**config.mk**
```make
export PLATFORM = sky130hd
export DESIGN_NAME = sipo_latch
export DESIGN_NICKNAME = d
export VERILOG_FILES = /design/src/rtl/sipo_pkg.sv /design/src/rtl/sipo_sync.sv /design/src/rtl/sipo_edge.sv /design/src/rtl/sipo_shift.sv /design/src/rtl/sipo_store.sv /design/src/rtl/sipo_latch.sv
export SDC_FILE = /design/constraint.sdc
export NUM_CORES = 1
export LEC_CHECK = 0
export BUFFER_PORTS_ARGS = -buffer_cell sky130_fd_sc_hd__buf_2
export CAP_MARGIN = 25
export CORE_ASPECT_RATIO = 1.25
export CORE_MARGIN = 8
export CORE_UTILIZATION = 56
export CTS_BUF_LIST = sky130_fd_sc_hd__clkbuf_4 sky130_fd_sc_hd__clkbuf_8
export CTS_CLUSTER_SIZE = 20
export DETAILED_ROUTE_END_ITERATION = 10
export PLACE_DENSITY = 0.9
export SLEW_MARGIN = 25
export SYNTH_ARGS = -nofsm -noshare
export SYNTH_HDL_FRONTEND = slang
export SYNTH_SLANG_ARGS = --single-unit
```
**constraint.sdc**
```tcl
create_clock -name clk -period 1.4 [get_ports clk]
set_input_delay 0.21 -clock clk [delete_from_list [all_inputs] [get_ports clk]]
set_output_delay 0.21 -clock clk [all_outputs]
set_load 0.1 [all_outputs]
```
**src/rtl/sipo_pkg.sv**
```systemverilog
package sipo_pkg;

    typedef enum logic [1:0] {
        ACT_HOLD  = 2'd0,
        ACT_STEP  = 2'd1,
        ACT_CLEAR = 2'd2
    } reg_act_e;

    typedef enum logic {
        LVL_LOW  = 1'b0,
        LVL_HIGH = 1'b1
    } lvl_state_e;

    localparam int SYNC_STAGES = 2;
    localparam int PIN_COUNT   = 4;

endpackage

```
**src/rtl/sipo_sync.sv**
```systemverilog
module sipo_sync #(
    parameter int   STAGES  = 2,
    parameter logic RST_VAL = 1'b0
) (
    input  logic clk,
    input  logic rst_n,
    input  logic pin,
    output logic level
);
    logic [STAGES-1:0] flops;

    always_ff @(posedge clk or negedge rst_n) begin
        if (!rst_n) begin
            flops <= {STAGES{RST_VAL}};
        end else begin
            flops <= {flops[STAGES-2:0], pin};
        end
    end

    assign level = flops[STAGES-1];

endmodule

```
**src/rtl/sipo_edge.sv**
```systemverilog
module sipo_edge
    import sipo_pkg::*;
(
    input  logic clk,
    input  logic rst_n,
    input  logic level,
    output logic rise
);
    lvl_state_e state_q;
    lvl_state_e state_d;

    always_comb begin
        state_d = state_q;
        unique case (state_q)
            LVL_LOW:  if (level)  state_d = LVL_HIGH;
            LVL_HIGH: if (!level) state_d = LVL_LOW;
        endcase
    end

    always_ff @(posedge clk or negedge rst_n) begin
        if (!rst_n) begin
            state_q <= LVL_LOW;
        end else begin
            state_q <= state_d;
        end
    end

    always_comb begin
        rise = 1'b0;
        unique case (state_q)
            LVL_LOW:  rise = level;
            LVL_HIGH: rise = 1'b0;
        endcase
    end

    // a level change yields a strobe of exactly one cycle
    p_single_strobe_r9: assert property (@(posedge clk) disable iff (!rst_n)
        rise |=> !rise);

endmodule

```
**src/rtl/sipo_shift.sv**
```systemverilog
module sipo_shift
    import sipo_pkg::*;
#(
    parameter int N = 8
) (
    input  logic         clk,
    input  logic         rst_n,
    input  logic         step,
    input  logic         clr,
    input  logic         ser,
    output logic [N-1:0] q
);
    reg_act_e act;

    always_comb begin
        if (clr)       act = ACT_CLEAR;
        else if (step) act = ACT_STEP;
        else           act = ACT_HOLD;
    end

    always_ff @(posedge clk or negedge rst_n) begin
        if (!rst_n) begin
            q <= '0;
        end else begin
            unique case (act)
                ACT_CLEAR: q <= '0;
                ACT_STEP:  q <= {q[N-2:0], ser};
                ACT_HOLD:  q <= q;
                default:   q <= q;
            endcase
        end
    end

    p_clear_wins_r4: assert property (@(posedge clk) disable iff (!rst_n)
        clr |=> (q == '0));
    p_shift_in_r2: assert property (@(posedge clk) disable iff (!rst_n)
        (step && !clr) |=> (q[0] == $past(ser)) && (q[N-1] == $past(q[N-2])));
    p_hold_r3: assert property (@(posedge clk) disable iff (!rst_n)
        (!step && !clr) |=> $stable(q));

endmodule

```
**src/rtl/sipo_store.sv**
```systemverilog
module sipo_store
    import sipo_pkg::*;
#(
    parameter int N = 8
) (
    input  logic         clk,
    input  logic         rst_n,
    input  logic         load,
    input  logic         clr,
    input  logic [N-1:0] d,
    output logic [N-1:0] q
);
    reg_act_e act;

    always_comb begin
        if (clr)       act = ACT_CLEAR;
        else if (load) act = ACT_STEP;
        else           act = ACT_HOLD;
    end

    always_ff @(posedge clk or negedge rst_n) begin
        if (!rst_n) begin
            q <= '0;
        end else begin
            unique case (act)
                ACT_CLEAR: q <= '0;
                ACT_STEP:  q <= d;
                ACT_HOLD:  q <= q;
                default:   q <= q;
            endcase
        end
    end

    p_store_clear_r6: assert property (@(posedge clk) disable iff (!rst_n)
        clr |=> (q == '0));
    p_capture_r5: assert property (@(posedge clk) disable iff (!rst_n)
        (load && !clr) |=> (q == $past(d)));
    p_store_hold_r3: assert property (@(posedge clk) disable iff (!rst_n)
        (!load && !clr) |=> $stable(q));

endmodule

```
**src/rtl/sipo_latch.sv**
```systemverilog
module sipo_latch
    import sipo_pkg::*;
#(
    parameter int N = 8
) (
    input  logic         clk,
    input  logic         rst_n,
    input  logic         ser_in,
    input  logic         shift_clk_in,
    input  logic         shift_clr_n_in,
    input  logic         store_clk_in,
    input  logic         store_clr_n_in,
    output logic [N-1:0] par_out,
    output logic         chain_out
);
    // pin order: 0 shift clock, 1 shift clear, 2 store clock, 3 store clear
    localparam logic [PIN_COUNT-1:0] PIN_RST = 4'b1010;

    logic [PIN_COUNT-1:0] pins;
    logic [PIN_COUNT-1:0] lvl;
    logic                 shift_rise;
    logic                 store_rise;
    logic [N-1:0]         shift_q;

    assign pins = {store_clr_n_in, store_clk_in, shift_clr_n_in, shift_clk_in};

    for (genvar i = 0; i < PIN_COUNT; i++) begin : g_sync
        sipo_sync #(
            .STAGES (SYNC_STAGES),
            .RST_VAL(PIN_RST[i])
        ) u_sync (
            .clk  (clk),
            .rst_n(rst_n),
            .pin  (pins[i]),
            .level(lvl[i])
        );
    end

    sipo_edge u_shift_edge (
        .clk  (clk),
        .rst_n(rst_n),
        .level(lvl[0]),
        .rise (shift_rise)
    );

    sipo_edge u_store_edge (
        .clk  (clk),
        .rst_n(rst_n),
        .level(lvl[2]),
        .rise (store_rise)
    );

    sipo_shift #(.N(N)) u_shift (
        .clk  (clk),
        .rst_n(rst_n),
        .step (shift_rise),
        .clr  (!lvl[1]),
        .ser  (ser_in),
        .q    (shift_q)
    );

    sipo_store #(.N(N)) u_store (
        .clk  (clk),
        .rst_n(rst_n),
        .load (store_rise),
        .clr  (!lvl[3]),
        .d    (shift_q),
        .q    (par_out)
    );

    assign chain_out = shift_q[N-1];

    p_tied_lag_r8: assert property (@(posedge clk) disable iff (!rst_n)
        (shift_rise && store_rise && lvl[1] && lvl[3]) |=> (par_out == $past(shift_q)));
    p_store_clear_keeps_chain_r6: assert property (@(posedge clk) disable iff (!rst_n)
        (!lvl[3] && lvl[1] && !shift_rise) |=> $stable(chain_out));

endmodule

```
**After elaboration in Yosys (flattened, before gate mapping)**

Cells that the tools add are included.

- Logic and storage cells: 26
- Register bits: 26
- Output and inout port bits: 9
- Input port bits: 7

- Mux-type cells: 10
- Reductions and logical operators: 2
- Eq/ne operators: 4
- Bitwise gates (word level): 2

Operator list:

| kind | number |
|---|---|
| one-hot mux 8 bit (2 select lines) | 2 |
| == test 2 x 1 -> 1 bit (second input constant) | 2 |
| == test 2 bit (second input constant) | 2 |
| 2-to-1 mux 1 bit | 4 |
| 2-to-1 mux 2 bit | 2 |
| one-hot mux 1 bit (2 select lines) | 2 |
| nonzero test 2 bit | 2 |
| NOT 1 bit | 2 |

**Longest topological paths before layout**

Gate-level depths: netlist of the first run.

- Word-level depth: 6
- Gate-level depth with buffers: 4
- Mapped depth without buffers: 2

**Hierarchy**

Synthesis of the first run repeated with hierarchy kept, for this count alone.

- Cell total of the unflattened synthesis: 66
- Area total of the unflattened synthesis: 940.9 um^2

Modules (own cells, without submodules):

| module | area each (um^2) | cells each | seq. area each (um^2) | instances |
|---|---|---|---|---|
| sipo_shift | 325.3 | 26 | 200.2 | 1 |
| sipo_store | 325.3 | 26 | 200.2 | 1 |
| sipo_sync at g_sync[1].u_sync ... | 52.6 | 2 | 52.6 | 2 |
| sipo_sync at g_sync[0].u_sync ... | 50.0 | 2 | 50.0 | 2 |
| sipo_edge | 38.8 | 2 | 25.0 | 2 |
| sipo_latch | 7.5 | 2 | 0.0 | 1 |

**Worst setup path after synthesis of the first run**

Ideal clock, no wire load.

- Path kind: reg2reg
- Start point: register u_shift.q[7]
- End point: register u_store.q[7]
- Arrival time: 1.155 ns
- Required time: 1.321 ns
- Clock period less this slack: 1.234 ns
- Path buffers: 0
- Library setup time: 0.079 ns
- Slack: 0.166 ns
- Cell stages (with the launch flop): 3
- Cells stage by stage: dfrtp_1 -> nand2_1 -> mux2i_1

- Longest elaborated chain between the ends: 1

Ends and longest elaborated chain:

| element | line | text |
|---|---|---|
| start, declared | sipo_shift.sv:11 | `output logic [N-1:0] q` |
| start signal, assigned | sipo_shift.sv:27 | `ACT_STEP: q <= {q[N-2:0], ser};` |
| start signal, assigned | sipo_shift.sv:28 | `ACT_HOLD: q <= q;` |
| start signal, assigned | sipo_shift.sv:29 | `default: q <= q;` |
| one-hot mux 8 bit (2 select lines) | sipo_store.sv:25 | `unique case (act)` |
| end signal, assigned | sipo_store.sv:28 | `ACT_HOLD: q <= q;` |
| end signal, assigned | sipo_store.sv:29 | `default: q <= q;` |
| end, declared | sipo_store.sv:11 | `output logic [N-1:0] q` |

No other way between the ends.
A chain may end at the register's enable or synchronous reset.

**Worst setup path in the final report of the first run**

- Start point: register u_store.q[7]
- End point: output port par_out[7]

RTL lines:

| element | line | text |
|---|---|---|
| end, declared | sipo_latch.sv:13 | `output logic [N-1:0] par_out,` |

No word-level cell between the ends.

==> results of run 1 <==
[cells by family (layout without fill, tap and decap cells)]
logic type / Yosys count / after routing / synth area share, %
buffers and inverters: 5 / 26 / 3.79
multiplexers: 16 / 16 / 16.7
AND/OR/NAND/NOR: 27 / 27 / 11.1
flip-flops: 26 / 26 / 68.4
[report_power, final]
part	switching (W)	internal (W)
Clock	0.000205	0.000289
Sequential	0.0000154	0.000773
Combinational	0.0000365	0.0000310
[layout make-up]
cell class	instances	area, µm²	share of cell area [%]
Multi-Input combinational cell	43	267	23.4
Sequential cell	26	656	57.5
Tap cell	18	22.5	1.98
Timing Repair Buffer	22	143	12.5
Clock buffer	3	22.5	1.98
Clock inverter	1	30.0	2.63
[sequential cells by signal, summed over array words and instances (netlist names)]
signal / cells
u_store.q: 8
u_store_edge.state_q: 1
u_shift_edge.state_q: 1
u_shift.q: 8
g_sync.u_sync.flops: 8
[Yosys cell counts, drive strengths merged]
cell    instances
nor2b           2
buf             3
mux2i          16
nand2          25
clkbuf          2
dfrtp          22
dfstp           4
[worst register-to-register path, stage by stage, from the launching register on]
cell and delay [ns]:
dfstp_2 0.71, nand2_1 0.09, mux2i_1 0.16
[path summary, 6_finish.rpt]
kind | end | slack (ns) | cells past startpoint | start
min in group asynchronous | g_sync[2].u_sync.flops[0] | 0.41 | 2 | rst_n
worst min-delay path | u_shift.q[0] | 0.16 | 3 | ser_in
worst max-delay path | par_out[7] | 0.06 | 1 | u_store.q[7]
worst max register to register | u_store.q[7] | 0.36 | 2 | g_sync[3].u_sync.flops[1]
max in group asynchronous | g_sync[3].u_sync.flops[0] | 0.62 | 2 | rst_n
worst min register to register | g_sync[0].u_sync.flops[1] | 0.37 | 0 | g_sync[0].u_sync.flops[0]
[layer usage]
| layer | up-vias | track usage, % |
|---|---|---|
| met5 | - | 0 |
| met4 | 0 | 6.82 |
| met3 | 4 | 2.86 |
| met2 | 17 | 15.1 |
| met1 | 282 | 11.4 |
| li1 | 279 | - |
[timing repair]
action / CTS / global route
hold buffers: 5 / 0
setup endpoints to repair: 0 / 1
hold endpoints to repair: 26 / 0
resized for setup: 0 / 1
[through the flow]
stage | setup slack, ns | util (%) | cells | hold slack, ns | instance area (µm²)
after global placement | 0.427 | 65.4 | 104 | 0.216 | 1030
after detailed placement | 0.373 | 65.4 | 104 | 0.222 | 1030
final | 0.0578 | 72.1 | 113 | 0.163 | 1140
after global routing | 0.00256 | 72.1 | 113 | 0.153 | 1140
after CTS | 0.0400 | 71.9 | 113 | 0.148 | 1140
after floorplan | 0.166 | - | 74 | -0.0856 | 958
==> flow_results.org, run 1 <==
** Outcome
- Outcome :: completed

** Routing
- Routed wirelength normalized by instance count :: between 10 and 15 µm
- Once detail routing completed, the nets flagged for antenna violations numbered 0.
- After detailed routing, the met3 layer carries around 100 µm of wire.
- Highest Signal Layer :: met4
- Detailed routing inserted a total of between 500 and 600 vias.
- Dividing the detail-routed via count by the number of cells gives 5.15.
- Aggregate routed wire length :: 1540 µm
- Wire segments on met2 add up to approximately 800 µm in the final route.
- After detailed routing, the number of remaining DRC violations is 0.
- The first detailed-routing pass ran for 4 iterations.
- Met1 wire length :: roughly 620 µm
- The detailed router finished its first iteration with 20 violations.

** Setup path
- Worst Setup Path Type :: register to output pin
- Critical Path RT :: approximately 1.2 ns
- The worst setup path is captured at an output pin.
- Master of the slowest instance on the critical path :: buf_2
- Maximum fanout along the worst path :: 2
- Gate family responsible for the most delay along the worst path :: buffers and inverters
- On the worst path, the slowest cell contributes a delay of roughly 0.43 ns.
- Worst path cell trace :: buf_2
- At the worst endpoint, the arrival time is 1.13 ns.
- The number of buffers and inverters on the critical path is 1.
- Crit path launch type :: register

** Floorplanning
- From left edge to right edge, the die measures between 50 and 60 µm.
- Area of the placeable core :: 1580 µm²
- Standard-cell rows :: 16
- The die covers 3300 µm².
- Die Height :: between 60 and 70 µm
- The initial utilization of the core area, before any placement, comes to about three fifths.
- Number of ports placed on the die boundary :: 16

** Timing
- For the pin with the worst max-slew slack, the measured transition is 0.544 ns.
- The count of endpoints failing hold in the final timing report came to 0.
- Setup violations remaining at the end of the flow were counted as 0.
- Static timing analysis puts the maximum clock frequency at ~750 MHz.
- Largest clock skew in the final design :: between 0.002 and 0.0025 ns
- After routing, the total negative slack on setup checks comes to 0 ns.
- Slew margin rel. :: ~64%
- Setup repair after global routing left no endpoint under its margin.
- Of the available clock period, the critical path in the final layout requires a little over nine tenths.
- Minimum period implied by the final worst setup slack :: 1.34 ns
- Final number of max-transition violations :: 0

** CTS
- Clock-pin slew was measured on the worst setup and hold paths at between 0.1 and 0.15 ns.
- CTS built an H-tree with a depth of 1.
- Post-CTS timing repair inserted 0 buffers for setup.
- Clock latency on the worst-skew pair :: 0.31 ns
- Number of clock sinks :: 26
- The clock passes through at most 2 buffers.
- CTS Root Cell :: clkbuf_4
- TritonCTS built the clock tree.
- TritonCTS buffer count :: 3

** Global routing
- Largest net degree at the start of global routing :: 27
- Summed over all layers, the global routing overflow is 0.
- Initial antenna violation count :: 0
- Global routing used under 10% of the available tracks across all layers.
- The first global-routing pass estimated 2590 µm of wire.
- Vias in the first global route :: a little under 600

** Synth
- Yosys attributes the largest share of cell area to dfrtp_1, mux2i_1, dfstp_2.
- Of the post-synthesis cell area, the dominant cell type holds 57.4%.
- In this run, synthesis produced a sequential element count of 26.
- Cell Area, Synth :: roughly 960 µm²
- Counting every instance in the synthesized netlist gives 74.
- Each instance of the synthesized netlist takes up on average roughly 13 µm².
- Cell accounting for the most synthesized area :: dfrtp_1
- Sequential fraction of the synthesis area :: 68.4%
- Unique masters post-synth :: 8
- Count of yosys warnings during synthesis :: 0
- The number of nets handed over by synthesis was 81.

** Final layout
- After the last flow step, the layout net total stands at roughly 100.
- The top cell types in the final layout, fill and taps aside, are nand2_1, dfrtp_1, mux2i_1.
- Of the cells placed in the final design, the portion with a size suffix greater than 1 is around a quarter.
- Leaving out fill and tap cells, the most frequent cell in the layout is nand2_1.
- Fill cells in the final layout number about 120.
- Compared with the post-synthesis result, the final layout area differs by 18.9%.
- Diodes inserted :: 0

** Pwr
- Pleak :: ~0.55 nW
- VDD IR-drop max :: approximately 940 µV
- Dividing total power by cell area gives a power density of ~1200 nW/µm².
- Total Power :: ~0.0014 W

** Job
- Across the run, the number of max-cap violations was 0.

** Placed design
- RePlAce Congestion :: 0.748
- The HPWL after detailed placement is roughly 1100 µm.
- Number of buffers inserted by port buffering :: 15

** Hold path
- The tightest min-delay check is of the input port to register type.
Power figures use the tool's default switching activity.
==> inputs of run 2 (changes only) <==
==> constraint.sdc (replaced) <==
create_clock -name clk -period 1.4 [get_ports clk]
set_input_delay 0 -clock clk [delete_from_list [all_inputs] [get_ports clk]]
set_output_delay 0 -clock clk [all_outputs]
set_load 0.1 [all_outputs]
==> run 2 against run 1 <==
Compared with the run above:
- clock skew barely moved
- combinational power up 2%
- sequential power is essentially flat
- via count fell by 5.2%
- sequential share of layout area is 1.2 points higher
- clock power fell by 40%
- count of clock-buffer cells in the layout did not move
- register-to-register slack improved by 0.04 ns
- cell count did not move
- critical endpoint is now chain_out
==> flow_results.org, run 2 (same netlist as run 1, synthesis figures left out) <==
** CTS
- In this run the number of H-tree levels came out at 1.
- Clock tree synthesis selected as its root buffer the cell clkbuf_4.
- # resized after CTS :: 0
- Post CTS Setup Buffer Count :: 0
- TritonCTS built the clock tree.
- Number of clock sinks :: 26
- Hold buffer count at cts :: 6
- Clock latency on the worst-skew pair :: slightly above 0.3 ns
- TritonCTS buffer count :: 3
- Max Buffers Root-to-Sink :: 2
- Clock transition at path regs :: around 0.12 ns

** Floorplanning
- Die Height :: between 60 and 70 µm
- The initialized floorplan defines 16 standard-cell rows.
- Pin placement for this block handled 16 I/O pins.
- The core region is between 1500 and 2000 µm².
- Die Outline Area :: ~3300 µm²
- Initial standard-cell utilization of the core :: 60.6%
- The die is 53 µm wide.

** Outcome
- Outcome :: completed

** Global routing
- Entering global routing, the biggest net connects 27 pins.
- Total track usage :: under 10%
- First-pass GRT wire length :: about 2400 µm
- The total overflow left after global routing is 0.
- Vias in the first global route :: 565
- Initial antenna violation count :: 0

** Pwr
- In this run the static leakage power is 0.538 nW.
- Dividing total power by cell area gives a power density of slightly above 1000 nW/µm².
- VDD sags by at most between 600 and 700 µV.

** Final layout
- In the final layout, the registers with the most flip-flops are g_sync.u_sync.flops (8), u_shift.q (8), u_store.q (8).
- Most frequent standard cell in the layout excluding fill and tap cells :: nand2_1
- Highest-count cells in the layout ignoring fill and taps :: nand2_1, dfrtp_1, mux2i_1
- The post-route netlist has 25.3% of its cells at a drive strength greater than 1.
- Once layout is done, the placed cells without fillers occupy 1120 µm².
- Cells fill slightly above 70% of the core in the end.
- Synth-to-Final Area Change :: 16.6%
- Diodes inserted :: 0
- Net count of the finished layout :: ~100

** Routing
- The first detailed-routing pass took 3 iterations.
- Count of vias placed by the detailed router :: roughly 550
- The detail route stage leaves a number of antenna-violating nets equal to 0.
- Final routed DRC violation total :: 0
- After detailed routing, the average wire length per cell comes to roughly 13 µm.
- Number of DRC markers in iteration 0 :: 8
- For this block, the routed nets add up to 1490 µm of wire.
- Via count normalized by instance count :: between 4 and 5

** Timing
- Transition time of the tightest slew-check pin :: around 0.54 ns
- In this run the tightest slew margin relative to its limit is around 64%.
- Subtracting the final worst setup slack from the clock period gives 1.15 ns.
- The final number of max-transition violations is 0.
- After routing, the total negative slack on setup checks comes to 0 ns.
- Share of the clock period used by the worst path after layout :: 82.5%
- Setup violations remaining at the end of the flow were counted as 0.
- Derived from the worst setup path, the maximum achievable clock frequency is slightly below 900 MHz.
- Clock skew on the completed layout was measured at between 0.0015 and 0.002 ns.
- Final Hold Fails :: 0
- Setup repair after global routing missed its margin :: no
- Smallest setup slack after layout :: about 0.25 ns

** Setup path
- Worst Setup Path Type :: register to output pin
- Data on the critical path arrives at its endpoint at about 1.2 ns.
- Bufs and invs on worst path :: 1
- Critical Path Sink Type :: output pin
- Critical Path RT :: 1.40 ns
- Traced cell by cell, the critical path runs through buf_2.
- Of all nets on the critical path, the largest fanout is 3.
- The worst setup path is launched from a register.
- CP max stage delay :: 0.44 ns
- Gate family responsible for the most delay along the worst path :: buffers and inverters
- On the critical path, the stage with the largest delay is an instance of buf_2.

** Hold path
- Hold Path Class :: input port to async pin

** Job
- The tool flagged a number of max-cap violations equal to 0.

** Placed design
- Placed cell area :: slightly above 1000 µm²
- The congestion estimate from routability-driven global placement came to around 0.74.
- Timing analysis after detailed placement gives a worst setup slack of 0.427 ns.
- Number of buffers inserted by port buffering :: 15
- After legalization and detailed placement, the total HPWL measured just over 1000 µm.
## run 2: changes by cell type in the layout (fill, tap and decap cells not counted)
cell	previous run	this run
clkbuf_4	4	3
buf_2	14	15
dlygate4sd3_1	5	6
bufinv_16	1	0
## run 2: cell type report
type,count,area [µm²]
flip-flops and latches,26,656
well taps,18,22.5
repair buffers,23,150
multi-input cells,43,267
fillers,108,464
clock buffers,3,22.5
## run 2: final timing paths
check | startpoint | endpoint | slack [ns] | cells after the start
max in group asynchronous | rst_n | g_sync[3].u_sync.flops[1] | 0.85 | 2
min in group clk | store_clr_n_in | g_sync[3].u_sync.flops[0] | 0.32 | 2
setup reg to reg | g_sync[3].u_sync.flops[1] | u_store.q[4] | 0.40 | 2
hold / removal | rst_n | g_sync[2].u_sync.flops[1] | 0.19 | 2
hold reg to reg | g_sync[1].u_sync.flops[0] | g_sync[1].u_sync.flops[1] | 0.36 | 0
setup / recovery | u_shift.q[7] | chain_out | 0.25 | 1
## run 2: per-stage QoR
step | hold WS (ns) | instances | total power, W
finish | 0.185 | 113 | 0.00115
global route | 0.227 | 113 | 0.00121
detailed placement | 0.0156 | 104 | 0.000859
global placement | 0.00924 | 104 | 0.000857
floorplan | -0.296 | 74 | 0.000835
CTS | 0.202 | 113 | 0.00117
## run 2: per-layer routing
| metal | vias up | global-route usage [%] | share of wire, % |
|---|---|---|---|
| li1 | 280 | - | - |
| met2 | 12 | 15.4 | 48 |
| met5 | - | 0 | 0 |
| met4 | 0 | 5.84 | 2.8 |
| met3 | 5 | 3.33 | 6.3 |
| met1 | 255 | 10.5 | 43 |
## run 2: power breakdown
| part | total (W) | internal, W | switching, W |
|---|---|---|---|
| Combinational | 0.0000690 | 0.0000328 | 0.0000361 |
| Clock | 0.000297 | 0.000101 | 0.000196 |
| Sequential | 0.000788 | 0.000773 | 0.0000147 |
| Total | 0.00115 | 0.000907 | 0.000247 |
